### config.mk
export PLATFORM = sky130hd
export DESIGN_NAME = cfo_derotator
export DESIGN_NICKNAME = d
export VERILOG_FILES = /design/src/rtl/cfo_pkg.sv /design/src/rtl/cfo_angle_vec.sv /design/src/rtl/cfo_rotator.sv /design/src/rtl/cfo_derotator.sv
export SDC_FILE = /design/constraint.sdc
export NUM_CORES = 2
export LEC_CHECK = 0
export BUFFER_PORTS_ARGS = -buffer_cell sky130_fd_sc_hd__buf_4
export CAP_MARGIN = 25
export CORE_ASPECT_RATIO = 1.4
export CORE_UTILIZATION = 50
export DETAILED_ROUTE_END_ITERATION = 16
export GPL_ROUTABILITY_DRIVEN = 0
export PLACE_DENSITY = 0.66
export SLEW_MARGIN = 10
export SYNTH_ARGS = -nofsm -noshare
export SYNTH_HDL_FRONTEND = slang
export SYNTH_HIERARCHICAL = 1
export SYNTH_SLANG_ARGS = --single-unit
### constraint.sdc
create_clock -name clk -period 81.1 [get_ports clk]
set_input_delay 4.055 -clock clk [delete_from_list [all_inputs] [get_ports clk]]
set_output_delay 4.055 -clock clk [all_outputs]
set_load 0.02 [all_outputs]
### src/rtl/cfo_pkg.sv
package cfo_pkg;
  // phase is an unsigned fraction of one turn
  localparam int ANG_W = 16;

  // atan(2^-i) expressed in 1/65536 of a turn
  function automatic logic [ANG_W-1:0] atan_turn(input int i);
    case (i)
      0:  return 16'd8192;
      1:  return 16'd4836;
      2:  return 16'd2555;
      3:  return 16'd1297;
      4:  return 16'd651;
      5:  return 16'd326;
      6:  return 16'd163;
      7:  return 16'd81;
      8:  return 16'd41;
      9:  return 16'd20;
      10: return 16'd10;
      11: return 16'd5;
      12: return 16'd3;
      13: return 16'd1;
      14: return 16'd1;
      default: return 16'd0;
    endcase
  endfunction
endpackage

### src/rtl/cfo_angle_vec.sv
// Vectoring CORDIC: angle of (re, im) as a fraction of a turn.
module cfo_angle_vec #(
  parameter int W    = 16,
  parameter int ITER = 15
) (
  input  logic signed [W-1:0]             re,
  input  logic signed [W-1:0]             im,
  output logic [cfo_pkg::ANG_W-1:0]       ang
);
  localparam int XW = W + 2;

  always_comb begin
    logic signed [XW-1:0] x, y, xn;
    logic [cfo_pkg::ANG_W-1:0] z;
    // fold the left half plane onto the right one
    if (re[W-1]) begin
      x = -XW'(re);
      y = -XW'(im);
      z = 16'h8000;
    end else begin
      x = XW'(re);
      y = XW'(im);
      z = '0;
    end
    for (int i = 0; i < ITER; i++) begin
      if (!y[XW-1]) begin
        xn = x + (y >>> i);
        y  = y - (x >>> i);
        z  = z + cfo_pkg::atan_turn(i);
      end else begin
        xn = x - (y >>> i);
        y  = y + (x >>> i);
        z  = z - cfo_pkg::atan_turn(i);
      end
      x = xn;
    end
    ang = z;
  end
endmodule

### src/rtl/cfo_rotator.sv
// Rotation CORDIC with gain compensation and symmetric clamp.
module cfo_rotator #(
  parameter int W    = 16,
  parameter int ITER = 15
) (
  input  logic signed [W-1:0]       re,
  input  logic signed [W-1:0]       im,
  input  logic [cfo_pkg::ANG_W-1:0] ang,
  output logic signed [W-1:0]       o_re,
  output logic signed [W-1:0]       o_im
);
  localparam int XW = W + 2;
  localparam int PW = XW + 17;
  localparam logic signed [PW-1:0] GC   = PW'(19898);          // 1/K in Q15
  localparam logic signed [PW-1:0] RND  = PW'(16384);
  localparam logic signed [PW-1:0] MAXV = PW'((1 <<< (W-1)) - 1);
  localparam logic signed [PW-1:0] MINV = -MAXV;

  function automatic logic signed [W-1:0] clip(input logic signed [PW-1:0] v);
    if (v > MAXV)      return W'(MAXV);
    else if (v < MINV) return W'(MINV);
    else               return W'(v);
  endfunction

  logic signed [XW-1:0] xr, yr;

  always_comb begin
    logic signed [XW-1:0] x, y, xn;
    logic [cfo_pkg::ANG_W-1:0] z;
    z = ang;
    if (z[15] != z[14]) begin
      // beyond a quarter turn: rotate by a half turn first
      x = -XW'(re);
      y = -XW'(im);
      z = z + 16'h8000;
    end else begin
      x = XW'(re);
      y = XW'(im);
    end
    for (int i = 0; i < ITER; i++) begin
      if (!z[15]) begin
        xn = x - (y >>> i);
        y  = y + (x >>> i);
        z  = z - cfo_pkg::atan_turn(i);
      end else begin
        xn = x + (y >>> i);
        y  = y - (x >>> i);
        z  = z + cfo_pkg::atan_turn(i);
      end
      x = xn;
    end
    xr = x;
    yr = y;
  end

  logic signed [PW-1:0] pr, pi;
  always_comb begin
    pr   = (PW'(xr) * GC + RND) >>> 15;
    pi   = (PW'(yr) * GC + RND) >>> 15;
    o_re = clip(pr);
    o_im = clip(pi);
  end
endmodule

### src/rtl/cfo_derotator.sv
module cfo_derotator #(
  parameter int W    = 16,
  parameter int ITER = 15,
  parameter int SH_W = 3
) (
  input  logic                clk,
  input  logic                rst_n,
  input  logic                load,
  input  logic signed [W-1:0] p_re,
  input  logic signed [W-1:0] p_im,
  input  logic [SH_W-1:0]     shift_sel,
  input  logic                s_valid,
  output logic                s_ready,
  input  logic signed [W-1:0] s_re,
  input  logic signed [W-1:0] s_im,
  output logic                m_valid,
  input  logic                m_ready,
  output logic signed [W-1:0] m_re,
  output logic signed [W-1:0] m_im
);
  localparam int ANG_W  = cfo_pkg::ANG_W;
  localparam int MAX_SH = (1 << SH_W) - 1;
  localparam int ACC_W  = ANG_W + MAX_SH;

  logic [ANG_W-1:0]        ang_p, theta_q, phase_use, rot_ang;
  logic [SH_W-1:0]         sh_q;
  logic [ACC_W-1:0]        acc_q, acc_use;
  logic signed [ACC_W-1:0] step_full;
  logic                    fresh_q, accept;
  logic signed [W-1:0]     rot_re, rot_im;

  cfo_angle_vec #(.W(W), .ITER(ITER)) u_vec (
    .re(p_re), .im(p_im), .ang(ang_p)
  );

  // angle / 2^k by arithmetic shift; low bits keep the fraction
  assign step_full = $signed({theta_q, {MAX_SH{1'b0}}}) >>> sh_q;
  // first sample after a load uses zero phase
  assign acc_use   = fresh_q ? '0 : acc_q;
  assign phase_use = acc_use[ACC_W-1 -: ANG_W];
  assign rot_ang   = ANG_W'(0) - phase_use;

  cfo_rotator #(.W(W), .ITER(ITER)) u_rot (
    .re(s_re), .im(s_im), .ang(rot_ang), .o_re(rot_re), .o_im(rot_im)
  );

  // handshake rule
  assign s_ready = (!m_valid || m_ready) && !load;
  assign accept  = s_valid && s_ready;

  always_ff @(posedge clk or negedge rst_n) begin
    if (!rst_n) begin
      theta_q <= '0;
      sh_q    <= '0;
      acc_q   <= '0;
      fresh_q <= 1'b1;
      m_valid <= 1'b0;
      m_re    <= '0;
      m_im    <= '0;
    end else begin
      if (load) begin
        theta_q <= ang_p;
        sh_q    <= shift_sel;
        fresh_q <= 1'b1;
      end else if (accept) begin
        // phase moves only with accepted samples
        acc_q   <= acc_use + $unsigned(step_full);
        fresh_q <= 1'b0;
      end
      if (accept) begin
        m_valid <= 1'b1;
        m_re    <= rot_re;
        m_im    <= rot_im;
      end else if (m_ready) begin
        m_valid <= 1'b0;
      end
    end
  end
endmodule

==> reports/qor.yml <==
pin_count: 106
core_area_sq_um: 170200
cts_tree: "done"
clock_path_buffers: 2
async_flop_share: 1.000
met2WireLength_mm: 116.6
cpMostUsedCell: "a21oi_1"
yosys_warnings: 6
drc_errors: 0
syn_area_sq_um: 85800
vias: 77720
hold_buffers: 0
synth_edf_count: 0
worst_pin_slew_ps: 1036
synthesis.instances: 11430
drv_cap: 0
cts_setup_buffers: 0
grt_max_degree: 80
ant_nets: 0
met3RoutedLength_mm: 5.454
dpl.hpwl_mm: 192.9
cp-start-kind: "input port"
timing.final.setup_violations: 0
maxSlewViolCount: 0
cp.arrival_ps: 62320
wl_met1_mm: 89.49
numPortBuffers: 105
drt_iter0_markers: 3503
synth_seq_cells: 76
crit_path_max_fanout: 34
final_hold_viol_count: 0
viasPerCell: 5.686
outcome: "finished, final reports clean"
die_area_sq_um: 173300
relSlewSlack: 0.3041
crit_required_ps: 81370
grt_setup_unrepaired: "false"
first_pass_iters: 6
clk_pin_slew_ps: 70
start_util: 0.5041
first_global_vias: 77460
grtUsageTotal: 0.2452
fmax_ghz: 0.01612
criticalPathCategory: "input port to flip-flop"
ys_types: 134
wirelength_mm: 220.6
ys_seq_area_frac: 0.02218
cts_sinks: 76
fin_crit_sh: 0.7651
grt-ovfl-total: 0
cts_made_buffers: 9
clock_latency_ps: 390
finalSetupTns_ps: 0
die_w_um: 352.1
finalNetCount: 13460
synth-main-ff-cell: "dfrtp_1"
antenna_found_initial: 1
h-tree-depth: 3
post-route-min-period_ps: 62050
setup.worst_path.end_class: "flip-flop"
row_count: 179
cpPeakStageDelay_ps: 810
syn_to_final_growth_pct: 4.238
hold_class: "flip-flop to flip-flop"
slowest_stage: "o211a_1"
finClkSkew_ps: 14.80
dieHeight_um: 492.2
wl_per_cell_um: 16.14
syn_area_per_cell_sq_um: 7.510
cts-resized-gates: 0
grt_pass1_wl_mm: 364.2
drive_gt1_frac: 0.03787
topRoutingLayerUsed: "met5"
cts-root-buf: "clkbuf_16"
final timing paths:
kind                       slack (ps)                  from  cells past startpoint                 endpoint
min                               470  acc_q[4]$_DFFE_PN0P_                      2     acc_q[4]$_DFFE_PN0P_
min in group asynchronous        3600                 rst_n                      1     m_im[11]$_DFFE_PN0P_
max                             19050               p_re[5]                    282  theta_q[15]$_DFFE_PN0P_
max in group asynchronous       76460                 rst_n                      2   theta_q[7]$_DFFE_PN0P_
min reg2reg                       470  acc_q[4]$_DFFE_PN0P_                      2     acc_q[4]$_DFFE_PN0P_
max reg2reg                     21480   fresh_q$_DFFE_PN1P_                    280      m_re[0]$_DFFE_PN0P_
kinds of logic after synthesis:
group	Yosys count	share of synthesized area
other cells	2	0.00008753
flops	76	0.02218
simple gates	2719	0.1515
xor+xnor	1810	0.1922
compound gates	3164	0.2325
buf+inv	1509	0.06733
fa+ha+maj	1994	0.3145
mux	151	0.01963
synth_stat cells (15+ instances only):
library cell	number	area (sq um)
nor3b_1	29	217.7
a21boi_0	71	533.0
a21o_1	401	3010
buf_2	25	125.1
o21ai_1	36	180.2
mux2_2	42	473.0
nor3_1	223	1116
mux2i_1	94	940.9
xnor2_4	17	468.0
ha_1	1716	21470
a211oi_1	41	307.8
or3_1	85	531.8
o31a_1	16	140.1
and2_1	48	300.3
fa_1	273	5465
o21bai_1	427	3206
o31ai_1	79	593.1
buf_1	31	116.4
nor4_1	76	475.5
inv_1	1281	4808
clkbuf_1	137	514.2
dfrtp_1	75	1877
nand2b_1	160	1001
nand4_1	45	281.5
nor2b_1	138	863.3
or2_2	40	250.2
nor2_1	819	3074
a31oi_1	48	300.3
xnor2_1	1116	9774
o2111ai_1	15	131.4
o21ai_0	623	3118
and3_1	45	281.5
nand3b_1	21	157.7
nand2_1	773	2902
or4_1	30	225.2
o211ai_1	33	247.7
xor2_1	645	5649
nand3_1	106	530.5
a21oi_1	1032	5165
o21a_1	127	953.4
o22ai_1	19	118.9
routing by layer:
layer	vias to the layer above	global-route usage
met5	-	0
met4	2	0.09615
met3	484	0.01314
met2	1403	0.4882
met1	36300	0.2664
li1	39530	-
worst max-delay path: cells and delay by family:
family / cells / cell delay [ps]
AO/OA/AOI/OAI: 167 / 30430
XOR/XNOR: 31 / 5280
adder cells (fa/ha/maj): 14 / 5020
buffers and inverters: 27 / 8150
multiplexers: 1 / 260
AND/OR/NAND/NOR: 42 / 8940
per-stage QoR:
stage	std cells	setup slack, ps	cell area [sq um]	utilization	hold slack [ps]
after CTS	13670	19590	89390	0.5252	478.1
after detailed placement	13650	19410	89080	0.5233	463.7
after global placement	13650	20760	89040	0.5231	459.3
after floorplan	11430	25440	85810	-	437.9
after global routing	13670	13620	89440	0.5254	493.2
final	13670	19050	89440	0.5254	473.7
final cells by class:
cell class	instances	area, sq um
fill	16580	80780
multi-input combinational	9842	78180
inverter	1299	4878
tap	2262	2830
sequential	76	1903
timing repair buffer	173	1334
clock buffer	9	225.2
clock inverter	7	82.58
antenna	1	2.502
registers in the layout (all words and copies together), names as in the netlist:
signal / cells
fresh_q: 1
m_im: 16
sh_q: 3
acc_q: 23
theta_q: 16
m_valid: 1
m_re: 16
layout by cell type (no fill, tap or decap), drive strengths merged, types with 20 or more instances in the layout:
cell,n
a211oi,44
a21boi,75
a21o,401
a21oi,1036
a31oi,48
and2,51
and3,45
buf,171
dfrtp,75
fa,273
ha,1716
inv,1296
mux2,44
mux2i,106
nand2,775
nand2b,160
nand3,106
nand3b,22
nand4,46
nor2,821
nor2b,138
nor3,226
nor3b,30
nor4,79
o211ai,33
o21a,127
o21ai,663
o21bai,427
o22ai,20
o31ai,82
or2,47
or3,86
or4,32
xnor2,1146
xor2,654
Power is left out: the tool's default activity adds up to more than one toggle a clock period on the data nets, which glitch-free logic cannot reach.
